--- src/rtl/gdrv_pkg.sv ---
package gdrv_pkg;

  // Decides whether an upper gate may conduct this cycle.
  function automatic logic upper_pass(input logic allow, input logic hi,
                                      input logic lo, input logic uv,
                                      input logic blocked);
    return allow & hi & ~lo & ~uv & ~blocked;
  endfunction

  // Decides whether a lower gate may conduct this cycle.
  function automatic logic lower_pass(input logic allow, input logic hi,
                                      input logic lo);
    return allow & lo & ~hi;
  endfunction

  // Global permission shared by all six gates.
  function automatic logic global_allow(input logic en, input logic trip,
                                        input logic muv, input logic fault);
    return en & ~trip & ~muv & ~fault;
  endfunction

  // Counter width needed to hold the value n-1 (at least one bit).
  function automatic int unsigned cnt_width(input int unsigned n);
    return (n > 2) ? $clog2(n) : 1;
  endfunction

endpackage

--- src/rtl/gdrv_sync.sv ---
module gdrv_sync #(
  parameter int unsigned W      = 8,
  parameter int unsigned STAGES = 2,
  parameter logic [W-1:0] RST_VAL = '0
) (
  input  logic         clk,
  input  logic         rst_n,
  input  logic [W-1:0] d,
  output logic [W-1:0] q
);
  logic [W-1:0] chain [STAGES];

  genvar s;
  generate
    for (s = 0; s < STAGES; s++) begin : g_stage
      always_ff @(posedge clk or negedge rst_n) begin
        if (!rst_n) chain[s] <= RST_VAL;
        else if (s == 0) chain[s] <= d;
        else chain[s] <= chain[(s == 0) ? 0 : s - 1];
      end
    end
  endgenerate

  assign q = chain[STAGES-1];
endmodule

--- src/rtl/gdrv_pwfilt.sv ---
module gdrv_pwfilt
  import gdrv_pkg::*;
#(
  parameter int unsigned MIN_PW  = 10,
  parameter logic        RST_VAL = 1'b0
) (
  input  logic clk,
  input  logic rst_n,
  input  logic raw,
  output logic filt
);
  localparam int unsigned CW = cnt_width(MIN_PW);
  localparam logic [CW-1:0] LOAD = CW'(MIN_PW - 1);

  logic [CW-1:0] cnt;
  logic          differs;
  logic          accept;

  assign differs = raw ^ filt;
  assign accept  = differs && (cnt == '0);

  always_ff @(posedge clk or negedge rst_n) begin
    if (!rst_n) begin
      filt <= RST_VAL;
      cnt  <= LOAD;
    end else if (!differs) begin
      cnt <= LOAD;
    end else if (accept) begin
      filt <= raw;
      cnt  <= LOAD;
    end else begin
      cnt <= cnt - 1'b1;
    end
  end
endmodule

--- src/rtl/gdrv_fault_timer.sv ---
module gdrv_fault_timer
  import gdrv_pkg::*;
#(
  parameter int unsigned CLR_CYC = 180000
) (
  input  logic clk,
  input  logic rst_n,
  input  logic trip,
  output logic fault
);
  localparam int unsigned CW = cnt_width(CLR_CYC);
  localparam logic [CW-1:0] LOAD = CW'(CLR_CYC - 1);

  logic [CW-1:0] remain;
  logic          expire;

  assign expire = fault && !trip && (remain == '0);

  always_ff @(posedge clk or negedge rst_n) begin
    if (!rst_n) begin
      fault  <= 1'b0;
      remain <= LOAD;
    end else if (trip) begin
      fault  <= 1'b1;
      remain <= LOAD;
    end else if (expire) begin
      fault  <= 1'b0;
      remain <= LOAD;
    end else if (fault) begin
      remain <= remain - 1'b1;
    end
  end
endmodule

--- src/rtl/gdrv_phase.sv ---
module gdrv_phase
  import gdrv_pkg::*;
(
  input  logic clk,
  input  logic rst_n,
  input  logic allow,
  input  logic hi_f,
  input  logic lo_f,
  input  logic uv,
  output logic hi_gate,
  output logic lo_gate,
  output logic blocked
);
  logic rearm;

  // Blocking is released only once the supply is good and the command is low.
  assign rearm = ~uv & ~hi_f;

  always_ff @(posedge clk or negedge rst_n) begin
    if (!rst_n) blocked <= 1'b1;
    else if (uv) blocked <= 1'b1;
    else if (rearm) blocked <= 1'b0;
  end

  always_ff @(posedge clk or negedge rst_n) begin
    if (!rst_n) begin
      hi_gate <= 1'b0;
      lo_gate <= 1'b0;
    end else begin
      hi_gate <= upper_pass(allow, hi_f, lo_f, uv, blocked);
      lo_gate <= lower_pass(allow, hi_f, lo_f);
    end
  end
endmodule

--- src/rtl/gdrv_guard.sv ---
module gdrv_guard
  import gdrv_pkg::*;
#(
  parameter int unsigned PHASES      = 3,
  parameter int unsigned SYNC_STAGES = 2,
  parameter int unsigned MIN_PW_CYC  = 10,
  parameter int unsigned CLR_CYC     = 180000
) (
  input  logic              clk,
  input  logic              rst_n,
  input  logic [PHASES-1:0] hi_cmd,
  input  logic [PHASES-1:0] lo_cmd,
  input  logic              drv_en,
  input  logic              oc_trip,
  input  logic              main_uv,
  input  logic [PHASES-1:0] hs_uv,
  output logic [PHASES-1:0] hi_gate,
  output logic [PHASES-1:0] lo_gate,
  output logic              flt_pull
);
  localparam int unsigned NSYNC = 3 * PHASES + 3;
  // Upper commands reset to "high" so a first turn-on needs a seen-low command.
  localparam logic [NSYNC-1:0] SYNC_RST =
    {{(PHASES + 3){1'b0}}, {PHASES{1'b0}}, {PHASES{1'b1}}};

  logic [NSYNC-1:0]  async_vec;
  logic [NSYNC-1:0]  sync_vec;
  logic [PHASES-1:0] hi_s, lo_s, hs_uv_s;
  logic              en_s, trip_s, main_uv_s;
  logic [PHASES-1:0] hi_f, lo_f, blk;
  logic              fault_q;
  logic              allow;

  assign async_vec = {hs_uv, main_uv, oc_trip, drv_en, lo_cmd, hi_cmd};

  gdrv_sync #(
    .W(NSYNC), .STAGES(SYNC_STAGES), .RST_VAL(SYNC_RST)
  ) u_sync (
    .clk(clk), .rst_n(rst_n), .d(async_vec), .q(sync_vec)
  );

  assign hi_s      = sync_vec[PHASES-1:0];
  assign lo_s      = sync_vec[2*PHASES-1:PHASES];
  assign en_s      = sync_vec[2*PHASES];
  assign trip_s    = sync_vec[2*PHASES+1];
  assign main_uv_s = sync_vec[2*PHASES+2];
  assign hs_uv_s   = sync_vec[NSYNC-1:2*PHASES+3];

  gdrv_fault_timer #(.CLR_CYC(CLR_CYC)) u_fault (
    .clk(clk), .rst_n(rst_n), .trip(trip_s), .fault(fault_q)
  );

  assign allow = global_allow(en_s, trip_s, main_uv_s, fault_q);

  genvar p;
  generate
    for (p = 0; p < PHASES; p++) begin : g_ph
      gdrv_pwfilt #(.MIN_PW(MIN_PW_CYC), .RST_VAL(1'b1)) u_hi_flt (
        .clk(clk), .rst_n(rst_n), .raw(hi_s[p]), .filt(hi_f[p])
      );
      gdrv_pwfilt #(.MIN_PW(MIN_PW_CYC), .RST_VAL(1'b0)) u_lo_flt (
        .clk(clk), .rst_n(rst_n), .raw(lo_s[p]), .filt(lo_f[p])
      );
      gdrv_phase u_phase (
        .clk(clk), .rst_n(rst_n), .allow(allow),
        .hi_f(hi_f[p]), .lo_f(lo_f[p]), .uv(hs_uv_s[p]),
        .hi_gate(hi_gate[p]), .lo_gate(lo_gate[p]), .blocked(blk[p])
      );
    end
  endgenerate

  assign flt_pull = fault_q;
endmodule

--- config.mk ---
export PLATFORM = sky130hd
export DESIGN_NAME = gdrv_guard
export DESIGN_NICKNAME = d
export VERILOG_FILES = /design/src/rtl/gdrv_pkg.sv /design/src/rtl/gdrv_sync.sv /design/src/rtl/gdrv_pwfilt.sv /design/src/rtl/gdrv_fault_timer.sv /design/src/rtl/gdrv_phase.sv /design/src/rtl/gdrv_guard.sv
export SDC_FILE = /design/constraint.sdc
export NUM_CORES = 1
export LEC_CHECK = 0
export BUFFER_PORTS_ARGS = -buffer_cell sky130_fd_sc_hd__buf_2
export CORE_UTILIZATION = 60
export DETAILED_ROUTE_END_ITERATION = 8
export PLACE_DENSITY = 0.82
export SKIP_CTS_REPAIR_TIMING = 1
export SLEW_MARGIN = 20
export SYNTH_ARGS = -nofsm -noshare
export SYNTH_HDL_FRONTEND = slang
export SYNTH_SLANG_ARGS = --single-unit
--- constraint.sdc ---
create_clock -name clk -period 1.87 [get_ports clk]
set_input_delay 0.374 -clock clk [delete_from_list [all_inputs] [get_ports clk]]
set_output_delay 0.374 -clock clk [all_outputs]
set_load 0.02 [all_outputs]
==> results.md, run 1 <==
* Status: completed
* Worst hold stages at 1
* Hold Vio Cnt, Final at 0
* Initial Utilization at 62.5%
* Avg Inst Size Synth at 12.7 sq um
* Area Overhead vs Synth at 13.3%
* PortBufs at 20
* Register area share after synthesis at 60.6%
* Global route overflow at 0
* Final setup TNS at 0 ns
* First-pass GRT wire length at 8850 um
* Clock root buffer master: clkbuf_8
* RSZ-0062 raised after global routing: yes
* Mapped Cells at 273
* Via density at 5.08
* Worst hold path type: in -> reg
* Slew Viols, Final at 0
* Internal Power at 0.00319 W
* Die X at 78.0 um
* Total wire length at 5000 um
* ANT cells at 0
* Drt initial violations at 90
* Compound-gate portion of the synthesized area at 2.89%
* Peak VDD IR at 0.679 mV
* Worst EP arrival at 2.05 ns
* Combinational fraction of design power at 20.7%
* Worst-Skew Late Latency at 0.34 ns
* Slew margin rel. at 67.1%
* Simple-gate area share of the yosys netlist at 19.8%
* Library cells used by synthesis at 46
* Crit Path Max Fanout at 8
* Crit Reg-Reg Endpoint: u_fault.remain[6]
* Crit end category: register
* Core ar. at 5540 sq um
* Final clock skew at 0.0130 ns
* Number of synthesized flops with an enable pin at 0
* Clk pwr share at 24.8%
* Final min period at 1.81 ns
* Total number of vias at 1947
* Worst reg-to-reg path cell count at 4
* Drt pass-1 iters at 4
* Main synth FF type: dfrtp_1
* Xor and xnor fraction of the mapped netlist area at 7.84%
* FMAX at 551 MHz
* Most frequent cells in the layout: dfrtp_1 (45), dfstp_2 (37), xnor2_1 (21)
* Power per cell area at 1140 nW/um^2
* CP startpoint kind: register
* Vias in the first global route at 1972
* I/O Pins at 21
* Clk slew on worst S/H paths at 0.08 ns
* Total global-route track usage at 19.3%
* Post-synthesis mux area share at 1.95%
* YS warnings at 0
* Netlist Area Pre-Place at 3460 sq um
* Die Footprint at 6080 sq um
* Antenna Nets Post-Route at 0
* H-Tree Depth at 3
* Drt wl/cell at 13.1 um
* P_leak at 1.71 nW
* Post-Synth Adder-Cell Area at 2.53%
* Switching Fraction at 28.4%
* Largest net degree at the start of global routing at 62
* Hold Path End: u_sync.chain[13]
* Worst hold start: hi_cmd[1]
* DP HPWL at 3560 um
* Die outline height at 78.0 um
* # DRC at 0
* #FFs+latches synth at 82
* FF-to-FF Start: u_fault.remain[3]
* Final nets at 327
* Sw Pwr at 0.00127 W
* Worst slew pin tran at 0.489 ns
* Share of cells above drive strength 1 at 37.3%
* Max_cap viols at 0
* Final GP Congestion at 0.788
* CP Class: reg -> reg
* Site Rows at 27
* Initial antenna violation count at 0
* Worst-case clock buffer depth at 2
* Synth async-reset ratio at 100%
* TritonCTS clock tree: yes
* Most common cell after layout, fill and taps aside: dfrtp_1
* Total CTS buffers at 9
* Post-route cell area at 3930 sq um
* CP required at 2.10 ns
* Clock tree sinks at 82
* Final setup vio count at 0
* Post-Place Cell Area at 3650 sq um
* Reg2reg setup slack at 0.06 ns
* Tcrit/Tclk final at 97.1%
* Largest family of logic cells by synthesized area: simple AND/OR/NAND/NOR gates
* Post-synth net total at 294
* Reg power frac at 54.5%
## logic make-up (layout without fill, tap and decap cells)
family / count (synthesis) / in the layout
simple gates: 107 / 107
flops: 82 / 82
xor+xnor: 31 / 31
buf+inv: 28 / 66
compound gates: 12 / 12
fa+ha+maj: 7 / 7
mux: 6 / 6
## flip-flops by register name (all words and copies together) (netlist names)
signal	flops
u_fault.remain	18
g_ph.u_hi_flt.cnt	12
g_ph.u_lo_flt.cnt	12
u_sync.chain	12
u_sync.q	12
g_ph.u_hi_flt.filt	3
g_ph.u_lo_flt.filt	3
g_ph.u_phase.blocked	3
g_ph.u_phase.hi_gate	3
g_ph.u_phase.lo_gate	3
u_fault.fault	1
## metrics by stage
stage | util [%] | worst slack, ns | hold slack, ns | total power (W) | instances
2_1_floorplan | - | 0.0922 | 0.0784 | 0.00315 | 273
3_3_place_gp | 65.9 | 0.0860 | 0.275 | 0.00332 | 363
3_5_place_dp | 65.9 | 0.0198 | 0.279 | 0.00339 | 363
4_1_cts | 69.1 | 0.00856 | -0.0971 | 0.00450 | 379
5_1_grt | 70.8 | -0.0224 | 0.0961 | 0.00478 | 383
6_report | 70.8 | 0.0551 | 0.125 | 0.00446 | 383
## metal layers
metal	global-route usage (%)	vias to the layer above	routed length (um)
met4	6.11	0	61
li1	-	965	-
met2	31.4	23	2490
met5	0	-	0
met3	6.00	6	123
met1	24.7	953	2330
## how the worst max path moves through the flow
stage	startpoint	endpoint	slack (ns)	depth (start not counted)
after CTS	u_fault.remain[1]	u_fault.remain[8]	0.009	8
after global routing	u_fault.remain[3]	u_fault.remain[8]	-0.02	5
after global placement	u_fault.remain[0]	u_fault.remain[13]	0.09	5
after floorplan	u_fault.fault	u_fault.remain[7]	0.09	6
final	u_fault.remain[3]	u_fault.remain[6]	0.06	4
after detailed placement	u_fault.remain[0]	u_fault.remain[13]	0.02	5
## final cells by class
type | count | area, sq um
repair buffers | 35 | 238
multi-input cells | 163 | 1270
clock inverters | 5 | 31.3
flip-flops and latches | 82 | 2100
inverters | 15 | 56.3
clock buffers | 11 | 141
fillers | 391 | 1620
well taps | 72 | 90.1
## critical path, cell delays in order, from the launching register on
cell and delay, ns:
dfstp_2 0.40, or4_4 0.58, nor4b_4 0.39, a21oi_4 0.16
and2_4 0.18
## synthesized netlist by cell type, types with 2 or more instances
cell type  instances  area, sq um
a21o_1             4         30.0
a41oi_1            2         17.5
and2_1             3         18.8
buf_4              7         52.6
buf_6              3         33.8
clkbuf_1           2         7.51
dfrtp_1           45         1130
dfstp_2           37          972
ha_1               7         87.6
inv_1             15         56.3
mux2_2             6         67.6
nand2_1           24         90.1
nand2b_1           9         56.3
nand4b_1           2         17.5
nor2_1            17         63.8
nor2b_1            6         37.5
nor3_1            10         50.1
nor3_2             2         20.0
nor3b_1            9         67.6
nor4_1             6         37.5
nor4b_4            2         47.6
or4b_1             2         20.0
xnor2_1           21          184
xor2_1            10         87.6
## power by group through the flow
stage                     registers [W]  clock network (W)  logic [W]
after floorplan                 0.00239                  0   0.000754
after global placement          0.00243                  0   0.000886
after detailed placement        0.00246                  0   0.000924
after CTS                       0.00243            0.00114   0.000933
after global routing            0.00247            0.00122    0.00109
final                           0.00243            0.00111   0.000923
(Power assumes the default switching activity.)
==> inputs of run 2 (changes only) <==
clock period = 2.05 ns   (was 1.87 ns; I/O delays follow)
==> results.md, run 2 (synthesis gave the netlist of run 1 again) <==
* Vias in the first global route at 2078 (+5.4%)
* Switching Fraction at 26.8% (-1.6 points)
* Status: complete, but fails checks
* Power per cell area at 1130 nW/um^2 (-0.58%)
* Max_cap viols at 0 (unchanged)
* Share of cells above drive strength 1 at 32.2% (-5.1 points)
* Via density at 5.21 (+2.5%)
* Total CTS buffers at 9 (unchanged)
* Worst EP arrival at 2.19 ns (+0.14 ns)
* Drt wl/cell at 14.1 um (+7.6%)
* Global route overflow at 0 (unchanged)
* Site Rows at 27 (unchanged)
* Final WS setup at 0.105 ns (+0.0497 ns)
* Drt pass-1 iters at 4 (unchanged)
* CP Class: reg -> reg
* Largest net degree at the start of global routing at 36 (-42%)
* Worst-case clock buffer depth at 2 (unchanged)
* Sw Pwr at 0.00116 W (-8.1%)
* FMAX at 514 MHz (-6.7%)
* Worst slack, placed at 0.171 ns (+0.151 ns)
* Internal Power at 0.00318 W (-0.20%)
* P_leak at 1.66 nW (-3.1%)
* Core ar. at 5540 sq um (unchanged)
* CP startpoint kind: register
* Final cell count without fillers at 373 (-2.6%)
* Die X at 78.0 um (unchanged)
* Area Overhead vs Synth at 11.2%
* TritonCTS clock tree: yes
* Initial Utilization at 62.5% (unchanged)
* H-Tree Depth at 3 (unchanged)
* Slew margin rel. at 67.3% (+0.15 points)
* Clk slew on worst S/H paths at 0.08 ns (about the same)
* Cells after DPL at 357 (-1.7%)
* Total wire length at 5240 um (+4.8%)
* # fillers at 400 (+2.3%)
* Final GP Congestion at 0.813 (+3.2%)
* ANT cells at 0 (unchanged)
* Crit Path Max Fanout at 12 (+4)
* Slew Viols, Final at 0 (unchanged)
* Worst hold path type: in -> async
* Die outline height at 78.0 um (unchanged)
* Hold Vio Cnt, Final at 2 (+2)
* Footprint of the multi-input gates at 1220 sq um (-3.5%)
* Tcrit/Tclk final at 94.9% (-2.2 points)
* Peak VDD IR at 1.16 mV (+71%)
* Largest register FFs at 18 (unchanged)
* Clock root buffer master: clkbuf_8
* Min Hold Slack at -0.00465 ns (-0.130 ns)
* Crit end category: register
* First-pass GRT wire length at 9380 um (+6.0%)
* Failing checks: negative hold slack
* Top reg by flops: u_fault.remain
* CP required at 2.30 ns (+0.20 ns)
* # DRC at 0 (unchanged)
* Initial antenna violation count at 0 (unchanged)
* Die Footprint at 6080 sq um (unchanged)
* Total number of vias at 1944 (-0.15%)
* DP HPWL at 3590 um (+1.1%)
* Reg area at 2100 sq um (unchanged)
* Worst slew pin tran at 0.486 ns (-0.00216 ns)
* Clock tree sinks at 82 (unchanged)
* Total global-route track usage at 20.7% (+1.5 points)
* Clk pwr share at 29.7% (+4.9 points)
* Most frequent cells in the layout: dfrtp_1 (45), dfstp_2 (37), nand2_1 (24)
* Final clock skew at 0.0117 ns (-0.00138 ns)
* Worst-Skew Late Latency at 0.35 ns (about the same)
* Reg power frac at 51.1% (-3.4 points)
* Most common cell after layout, fill and taps aside: dfrtp_1
* Antenna Nets Post-Route at 0 (unchanged)
* Drt initial violations at 72 (-20%)
* Combinational fraction of design power at 19.2% (-1.5 points)
* Post-route core utilization at 69.5% (-1.3 points)
* PortBufs at 20 (unchanged)
* Final nets at 317 (-3.1%)
* Reg2reg setup slack at 0.10 ns (+0.05 ns)
* Final setup vio count at 0 (unchanged)
* Final min period at 1.95 ns (+0.130 ns)
* Post-route cell area at 3850 sq um (-1.9%)
* I/O Pins at 21 (unchanged)
* Post-Place Cell Area at 3610 sq um (-1.2%)
[run 2: cell type report]
cell class                 instances  area share, %
timing repair buffer              25           3.96
clock inverter                     4           1.92
multi-input combinational        163           31.8
tap                               72           2.34
sequential                        82           54.5
inverter                          15           1.46
clock buffer                      12           4.03
[run 2: final timing paths]
path | start | to | depth (start not counted)
hold reg to reg | u_sync.chain[17] | u_sync.q[5] | 0
hold / removal | rst_n | g_ph[2].u_lo_flt.filt | 1
min in group clk | hi_cmd[0] | u_sync.chain[12] | 1
setup reg to reg | u_fault.remain[0] | u_fault.remain[6] | 6
setup / recovery | u_fault.remain[0] | u_fault.remain[6] | 6
max in group asynchronous | rst_n | u_sync.q[0] | 2
[run 2: power groups by stage]
stage / clock [W] / sequential [W] / combinational, W
3_5_place_dp: 0 / 0.00225 / 0.000849
4_1_cts: 0.00133 / 0.00222 / 0.000854
2_1_floorplan: 0 / 0.00218 / 0.000688
5_1_grt: 0.00140 / 0.00227 / 0.000977
3_3_place_gp: 0 / 0.00222 / 0.000801
6_report: 0.00129 / 0.00222 / 0.000834
[run 2: critical path, cell delays in order (launching register included)]
cell and delay (ns):
dfstp_2 0.40, inv_1 0.06, ha_1 0.21, nor4bb_2 0.39, nor4b_4 0.40, a21oi_4 0.17, and2_2 0.21
[run 2: per-layer routing]
layer | wire length, um | up-vias | GRT usage (%) | share of wire (%)
met5 | 0 | - | 0 | 0
met4 | 83 | 0 | 7.78 | 1.6
met3 | 140 | 10 | 5.65 | 2.7
met2 | 2750 | 26 | 35.0 | 52
met1 | 2270 | 961 | 25.6 | 43
li1 | - | 947 | - | -
[run 2: through the flow]
| step | TNS [ns] | power (W) |
|---|---|---|
| floorplan | 0 | 0.00287 |
| global placement | 0 | 0.00303 |
| finish | 0 | 0.00435 |
| global route | -0.210 | 0.00465 |
| CTS | 0 | 0.00440 |
| detailed placement | 0 | 0.00309 |
